[src/rtl/i2c_tgt_pkg.sv]
package i2c_tgt_pkg;
  localparam int BYTE_BITS = 8;
  localparam int CNT_W     = $clog2(BYTE_BITS + 1);

  // strobes from control to datapath, one cycle each
  typedef struct packed {
    logic clrCnt;
    logic bitIn;
    logic loadTx;
    logic shiftTx;
    logic latchRx;
    logic latchAddr;
    logic setOvf;
  } dpCtl_t;

  typedef enum logic [2:0] {
    S_IDLE, S_ADDR, S_AACK, S_RXB, S_RACK, S_TXW, S_TXB, S_TACK
  } tgtState_t;
endpackage

[src/rtl/i2c_tgt_filter.sv]
module i2c_tgt_filter #(
  parameter int FILT_LEN = 3
) (
  input  logic clk,
  input  logic rstN,
  input  logic lineIn,
  output logic lineOut
);
  localparam int FCW = (FILT_LEN > 1) ? $clog2(FILT_LEN) : 1;

  logic [1:0]     syncQ;
  logic [FCW-1:0] agreeCnt;
  logic           filtQ;

  always_ff @(posedge clk or negedge rstN) begin
    if (!rstN) begin
      syncQ    <= 2'b11;
      agreeCnt <= '0;
      filtQ    <= 1'b1;
    end else begin
      syncQ <= {syncQ[0], lineIn};
      if (syncQ[1] == filtQ) begin
        agreeCnt <= '0;
      end else if (agreeCnt == FCW'(FILT_LEN - 1)) begin
        filtQ    <= syncQ[1];
        agreeCnt <= '0;
      end else begin
        agreeCnt <= agreeCnt + 1'b1;
      end
    end
  end

  assign lineOut = filtQ;
endmodule

[src/rtl/i2c_tgt_dp.sv]
module i2c_tgt_dp
  import i2c_tgt_pkg::*;
(
  input  logic       clk,
  input  logic       rstN,
  input  dpCtl_t     ctl,
  input  logic       sdaF,
  input  logic [6:0] ownAddr,
  input  logic       gcEnable,
  input  logic [7:0] txByte,
  input  logic       rxRead,
  output logic       cntFull,
  output logic       addrHit,
  output logic       addrRw,
  output logic       rxFull,
  output logic       txNext,
  output logic [7:0] rxByte,
  output logic       rxValid,
  output logic [7:0] addrByte,
  output logic       overflow
);
  logic [CNT_W-1:0] bitCnt;
  logic [7:0]       rxShift;
  logic [6:0]       txRest;

  always_ff @(posedge clk or negedge rstN) begin
    if (!rstN) begin
      bitCnt   <= '0;
      rxShift  <= '0;
      txRest   <= '0;
      rxByte   <= '0;
      rxFull   <= 1'b0;
      rxValid  <= 1'b0;
      addrByte <= '0;
      overflow <= 1'b0;
    end else begin
      rxValid <= ctl.latchRx;
      if (ctl.clrCnt)     bitCnt <= '0;
      else if (ctl.bitIn) bitCnt <= bitCnt + 1'b1;
      if (ctl.bitIn)     rxShift <= {rxShift[6:0], sdaF};
      if (ctl.loadTx)       txRest <= txByte[6:0];
      else if (ctl.shiftTx) txRest <= {txRest[5:0], 1'b0};
      if (ctl.latchAddr) addrByte <= rxShift;
      if (ctl.latchRx) begin
        rxByte <= rxShift;
        rxFull <= 1'b1;
      end else if (rxRead) begin
        rxFull <= 1'b0;
      end
      if (ctl.setOvf)   overflow <= 1'b1;
      else if (rxRead)  overflow <= 1'b0;
    end
  end

  assign cntFull = (bitCnt == CNT_W'(BYTE_BITS));
  assign addrHit = (rxShift[7:1] == ownAddr) || (gcEnable && rxShift == 8'h00);
  assign addrRw  = addrByte[0];
  assign txNext  = txRest[6];
endmodule

[src/rtl/i2c_tgt_ctrl.sv]
module i2c_tgt_ctrl
  import i2c_tgt_pkg::*;
(
  input  logic   clk,
  input  logic   rstN,
  input  logic   sclF,
  input  logic   sdaF,
  input  logic   relSet,
  input  logic   cntFull,
  input  logic   addrHit,
  input  logic   addrRw,
  input  logic   rxFull,
  input  logic   txFirst,
  input  logic   txNext,
  output dpCtl_t ctl,
  output logic   sclOe,
  output logic   sdaOe,
  output logic   txReq,
  output logic   irq
);
  tgtState_t st;
  logic sclP, sdaP, relBit, mAck;
  logic sclRise, sclFall, startC, stopC, relNow;

  assign sclRise = sclF & ~sclP;
  assign sclFall = ~sclF & sclP;
  assign startC  = sclF & sclP & sdaP & ~sdaF;
  assign stopC   = sclF & sclP & ~sdaP & sdaF;
  assign relNow  = relSet & ~relBit;

  always_comb begin
    ctl = '0;
    if (startC) begin
      ctl.clrCnt = 1'b1;
    end else if (!stopC) begin
      case (st)
        S_ADDR: begin
          ctl.bitIn     = sclRise;
          ctl.latchAddr = sclFall & cntFull & addrHit;
        end
        S_AACK, S_RACK: ctl.clrCnt = sclFall;
        S_RXB: begin
          ctl.bitIn   = sclRise;
          ctl.latchRx = sclFall & cntFull & ~rxFull;
          ctl.setOvf  = sclFall & cntFull & rxFull;
        end
        S_TXW: begin
          ctl.loadTx = relNow;
          ctl.clrCnt = relNow;
        end
        S_TXB: begin
          ctl.bitIn   = sclRise;
          ctl.shiftTx = sclFall & ~cntFull;
        end
        default: ;
      endcase
    end
  end

  always_ff @(posedge clk or negedge rstN) begin
    if (!rstN) begin
      st     <= S_IDLE;
      sclP   <= 1'b1;
      sdaP   <= 1'b1;
      relBit <= 1'b1;
      sdaOe  <= 1'b0;
      mAck   <= 1'b0;
      txReq  <= 1'b0;
      irq    <= 1'b0;
    end else begin
      sclP  <= sclF;
      sdaP  <= sdaF;
      txReq <= 1'b0;
      irq   <= 1'b0;
      if (relSet) relBit <= 1'b1;
      if (startC) begin
        st <= S_ADDR; sdaOe <= 1'b0; relBit <= 1'b1;
      end else if (stopC) begin
        st <= S_IDLE; sdaOe <= 1'b0; relBit <= 1'b1;
      end else begin
        case (st)
          S_ADDR: if (sclFall && cntFull) begin
            if (addrHit) begin
              st <= S_AACK; sdaOe <= 1'b1; irq <= 1'b1;
            end else begin
              st <= S_IDLE;
            end
          end
          S_AACK: if (sclFall) begin
            sdaOe <= 1'b0;
            if (addrRw) begin
              st <= S_TXW; relBit <= 1'b0; txReq <= 1'b1;
            end else begin
              st <= S_RXB;
            end
          end
          S_RXB: if (sclFall && cntFull) begin
            if (rxFull) begin
              st <= S_IDLE; sdaOe <= 1'b0;
            end else begin
              st <= S_RACK; sdaOe <= 1'b1; relBit <= 1'b0; irq <= 1'b1;
            end
          end
          S_RACK: if (sclFall) begin
            sdaOe <= 1'b0; st <= S_RXB;
          end
          S_TXW: if (relNow) begin
            sdaOe <= ~txFirst; st <= S_TXB;
          end
          S_TXB: if (sclFall) begin
            if (cntFull) begin
              sdaOe <= 1'b0; st <= S_TACK;
            end else begin
              sdaOe <= ~txNext;
            end
          end
          S_TACK: begin
            if (sclRise) begin
              mAck <= ~sdaF;
            end else if (sclFall) begin
              if (mAck) begin
                st <= S_TXW; relBit <= 1'b0; txReq <= 1'b1;
              end else begin
                st <= S_IDLE;
              end
            end
          end
          default: st <= S_IDLE;
        endcase
      end
    end
  end

  assign sclOe = ~relBit;
endmodule

[src/rtl/i2c_target.sv]
module i2c_target
  import i2c_tgt_pkg::*;
#(
  parameter int FILT_LEN = 3
) (
  input  logic       clk,
  input  logic       rstN,
  input  logic       sclIn,
  input  logic       sdaIn,
  output logic       sclOe,
  output logic       sdaOe,
  input  logic [6:0] ownAddr,
  input  logic       gcEnable,
  input  logic       relSet,
  input  logic [7:0] txByte,
  output logic       txReq,
  input  logic       rxRead,
  output logic [7:0] rxByte,
  output logic       rxValid,
  output logic [7:0] addrByte,
  output logic       overflow,
  output logic       irq
);
  logic [1:0] rawLines, cleanLines;
  dpCtl_t     ctl;
  logic       cntFull, addrHit, addrRw, rxFull, txNext;

  assign rawLines = {sclIn, sdaIn};

  for (genvar g = 0; g < 2; g++) begin : gLine
    i2c_tgt_filter #(.FILT_LEN(FILT_LEN)) uFilt (
      .clk(clk), .rstN(rstN), .lineIn(rawLines[g]), .lineOut(cleanLines[g])
    );
  end

  i2c_tgt_ctrl uCtrl (
    .clk(clk), .rstN(rstN), .sclF(cleanLines[1]), .sdaF(cleanLines[0]),
    .relSet(relSet), .cntFull(cntFull), .addrHit(addrHit), .addrRw(addrRw),
    .rxFull(rxFull), .txFirst(txByte[7]), .txNext(txNext), .ctl(ctl),
    .sclOe(sclOe), .sdaOe(sdaOe), .txReq(txReq), .irq(irq)
  );

  i2c_tgt_dp uDp (
    .clk(clk), .rstN(rstN), .ctl(ctl), .sdaF(cleanLines[0]), .ownAddr(ownAddr),
    .gcEnable(gcEnable), .txByte(txByte), .rxRead(rxRead), .cntFull(cntFull),
    .addrHit(addrHit), .addrRw(addrRw), .rxFull(rxFull), .txNext(txNext),
    .rxByte(rxByte), .rxValid(rxValid), .addrByte(addrByte), .overflow(overflow)
  );
endmodule

[config.mk]
export PLATFORM = sky130hd
export DESIGN_NAME = i2c_target
export DESIGN_NICKNAME = d
export VERILOG_FILES = /design/src/rtl/i2c_tgt_pkg.sv /design/src/rtl/i2c_tgt_filter.sv /design/src/rtl/i2c_tgt_dp.sv /design/src/rtl/i2c_tgt_ctrl.sv /design/src/rtl/i2c_target.sv
export SDC_FILE = /design/constraint.sdc
export NUM_CORES = 1
export LEC_CHECK = 0
export ABC_AREA = 1
export BUFFER_PORTS_ARGS = -buffer_cell sky130_fd_sc_hd__buf_2
export CAP_MARGIN = 20
export CELL_PAD_IN_SITES_DETAIL_PLACEMENT = 1
export CELL_PAD_IN_SITES_GLOBAL_PLACEMENT = 1
export CORE_MARGIN = 10
export CORE_UTILIZATION = 45
export CTS_CLUSTER_DIAMETER = 40
export CTS_CLUSTER_SIZE = 40
export DETAILED_ROUTE_END_ITERATION = 7
export PLACE_DENSITY_LB_ADDON = 0.08
export SLEW_MARGIN = 10
export SYNTH_ARGS = -nofsm -noshare
export SYNTH_HDL_FRONTEND = slang
export SYNTH_HIERARCHICAL = 1
export SYNTH_SLANG_ARGS = --single-unit
[constraint.sdc]
create_clock -name clk -period 2.7 [get_ports clk]
set_input_delay 0.54 -clock clk [delete_from_list [all_inputs] [get_ports clk]]
set_output_delay 0.54 -clock clk [all_outputs]
set_load 0.02 [all_outputs]
==> impl_metrics.env <==
export IMPL_crit_path_max_fanout=13
export IMPL_portBuffers=43
export IMPL_drt_iter0_markers=84
export IMPL_grtUsageTotal=0.156
export IMPL_holdPathEnd="gLine[1].uFilt/syncQ[0]"
export IMPL_core_area_um2=6310
export IMPL_synth_top_family_by_area="simple AND/OR/NAND/NOR gates"
export IMPL_synth_edf_count=0
export IMPL_drive_above_1_share=0.243
export IMPL_antenna_cells=0
export IMPL_tightestPinTransition_ns=0.737
export IMPL_avgSynthCellArea_um2=7.86
export IMPL_worstHoldStart="sclIn"
export IMPL_ir_drop_mv=0.444
export IMPL_die_area_um2=10100
export IMPL_nets=442
export IMPL_finalSetupViolCount=0
export IMPL_final_common_cell="nand2_1"
export IMPL_worst_setup_path_end_kind="flip-flop"
export IMPL_fin_crit_sh=0.719
export IMPL_outcome="completed"
export IMPL_dieHeight_um=100
export IMPL_holdBufCountCts=0
export IMPL_final_max_slew_viol_count=0
export IMPL_reg2reg_from="uCtrl/st[2]"
export IMPL_cts_setup_buffers=0
export IMPL_max_slew_margin=0.509
export IMPL_reg2reg_depth=8
export IMPL_ant_nets=0
export IMPL_worstSetupPathType="flip-flop to flip-flop"
export IMPL_totalNegativeSetupSlack_ns=0
export IMPL_start_util=0.460
export IMPL_cts_tree="done"
export IMPL_post_cts_resized=0
export IMPL_synth_seq_area_share=0.503
export IMPL_grt_max_degree=59
export IMPL_place_ws_ns=0.780
export IMPL_firstDrtPassIters=4
export IMPL_wl_per_cell_um=15.0
export IMPL_die_w_um=100
export IMPL_max_clock_freq_mhz=515
export IMPL_clk_pin_slew_ns=0.07
export IMPL_min_path_cells=1
export IMPL_place_congestion=0.867
export IMPL_arrival_ns=2.16
export IMPL_p_per_area_nw_per_um2=800
export IMPL_synthAdderAreaFrac=0.00861
export IMPL_synth_xor_area_frac=0.0121
export IMPL_area_growth_syn_to_layout_pct=17.3
export IMPL_fin_skew_ns=0.00508
export IMPL_cts_buffers=9
export IMPL_startpoint_type="flip-flop"
export IMPL_synth_compound_area_frac=0.0783
export IMPL_wirelength_mm=7.50
export IMPL_r2r_end="uDp/bitCnt[1]"
export IMPL_synth_distinct_cells=33
export IMPL_finalHoldViolCount=0
export IMPL_synthMuxAreaShare=0
export IMPL_hpwl_mm=5.36
export IMPL_min_path_type="primary input to flip-flop"
export IMPL_clock_latency_ns=0.34
export IMPL_syn_nets=394
export IMPL_ys_warn_count=6
export IMPL_setup_ws_ns=0.760
export IMPL_max_cap_violations=0
export IMPL_yosysTopAreaCell="dfrtp_1"
export IMPL_rsz0062_at_grt="no"
export IMPL_viasPerCell=5.03
export IMPL_synthArstFlopShare=1.00
export IMPL_pin_count=44
export IMPL_synth_top_cell_area_share=0.422
export IMPL_synthSimpleGateAreaFrac=0.299
export IMPL_grt_pass1_vias=2702
export IMPL_synth_seq_cells=58
export IMPL_min_period_ns=1.94
export IMPL_synth_cell_area_um2=2910
export IMPL_final_cell_mix="108 x nand2_1, 49 x dfrtp_1, 43 x buf_2"
export IMPL_cp_required_ns=2.92
export IMPL_rows=29
export IMPL_p_leak_nw=1.85
export IMPL_synth_cells=370
export IMPL_clock_root_buffer="clkbuf_8"
export IMPL_vias=2515
export IMPL_antenna_found_initial=0
export IMPL_overflow=0
export IMPL_cts_buffer_depth=2
export IMPL_drcViolationCount=0
export IMPL_rrSetupSlack_ns=0.76
export IMPL_grt_pass1_wl_mm=12.8
export IMPL_htree_levels=3
export IMPL_ys_top_cells_by_area="dfrtp_1 42%, nand2_1 14%, dfstp_2 8.1%"
export IMPL_synth_main_ff_cell="dfrtp_1"
export IMPL_cts_sinks=58
==> stage by stage <==
step | utilization | area (um2) | power, mW | hold slack, ns | instances
2_1_floorplan | - | 2910 | 1.59 | 0.244 | 370
3_3_place_gp | 0.503 | 3170 | 1.75 | 0.347 | 484
3_5_place_dp | 0.503 | 3170 | 1.78 | 0.348 | 484
4_1_cts | 0.540 | 3410 | 2.76 | 0.280 | 500
5_1_grt | 0.540 | 3410 | 2.89 | 0.277 | 500
6_report | 0.540 | 3410 | 2.73 | 0.293 | 500
==> registers in the layout, summed over array words and instances, names as in the netlist <==
name	count
uCtrl/txReq	1
gLine.uFilt/lineOut	2
uCtrl/irq	1
uCtrl/sdaOe	1
uDp/rxValid	1
gLine.uFilt/syncQ	4
uDp/rxShift	8
uCtrl/sdaP	1
uDp/rxByte	8
uCtrl/relBit	1
gLine.uFilt/agreeCnt	4
uDp/bitCnt	4
uCtrl/sclP	1
uDp/rxFull	1
uCtrl/mAck	1
uCtrl/st	3
uDp/txRest	7
uDp/addrByte	8
uDp/overflow	1
==> cell families (layout without fill, tap and decap cells) <==
| logic type | Yosys count | in the layout |
|---|---|---|
| XOR/XNOR | 4 | 4 |
| flip-flops | 58 | 58 |
| AO/OA/AOI/OAI | 42 | 42 |
| adder cells (fa/ha/maj) | 2 | 2 |
| AND/OR/NAND/NOR | 198 | 198 |
| buffers and inverters | 66 | 119 |
==> worst max-delay path by stage <==
stage,end,depth (start not counted),start,slack (ns)
floorplan,uDp/rxByte[0],10,uDp/bitCnt[1],1.11
global placement,uDp/bitCnt[3],8,gLine[1].uFilt/lineOut,0.83
detailed placement,uDp/bitCnt[1],8,uCtrl/st[2],0.78
CTS,uDp/bitCnt[1],8,uCtrl/st[2],0.74
global route,uDp/bitCnt[1],8,uCtrl/st[2],0.59
finish,uDp/bitCnt[1],8,uCtrl/st[2],0.76
==> Yosys cell counts, types with 2 or more instances <==
cell type	count
nor2_1	36
nor3_1	3
a21oi_1	11
inv_2	13
buf_2	3
buf_6	2
nor2_2	3
nand2_2	6
o21ai_1	2
nand3_1	30
nand3b_1	2
inv_1	42
nand4_1	2
buf_4	5
o21ai_0	23
ha_1	2
nand3_2	4
dfrtp_1	49
dfstp_2	9
nand2_1	108
xnor2_1	3
==> worst max-delay path: stages, from the launching register on <==
cell and delay [ns]:
dfrtp_1 0.55, nor2_1 0.30, nand2_1 0.11, nand2_1 0.13, a31oi_1 0.08, o21ai_0 0.32
inv_1 0.15, nand3_1 0.11, o31ai_2 0.07
==> per-layer routing <==
layer | GRT usage | wire length, um | vias up
met5 | 0 | 0 | -
met4 | 0.0783 | 167 | 0
met3 | 0.0398 | 314 | 16
met2 | 0.249 | 3560 | 46
met1 | 0.191 | 3460 | 1208
li1 | - | - | 1245
==> report_power, final <==
part	switching, mW	internal [mW]
Sequential	0.122	1.00
Clock	0.356	0.594
Combinational	0.449	0.209
Total	0.926	1.80
==> cell type report <==
cell class                      instances  area, um2
Multi-Input combinational cell        246       1160
Clock inverter                          4       72.6
Fill cell                             824       2900
Timing Repair Buffer                   47        245
Clock buffer                           12        165
Tap cell                               77       96.3
Inverter                               56        213
Sequential cell                        58       1460
No activity file was read; power rests on OpenSTA's default activity.
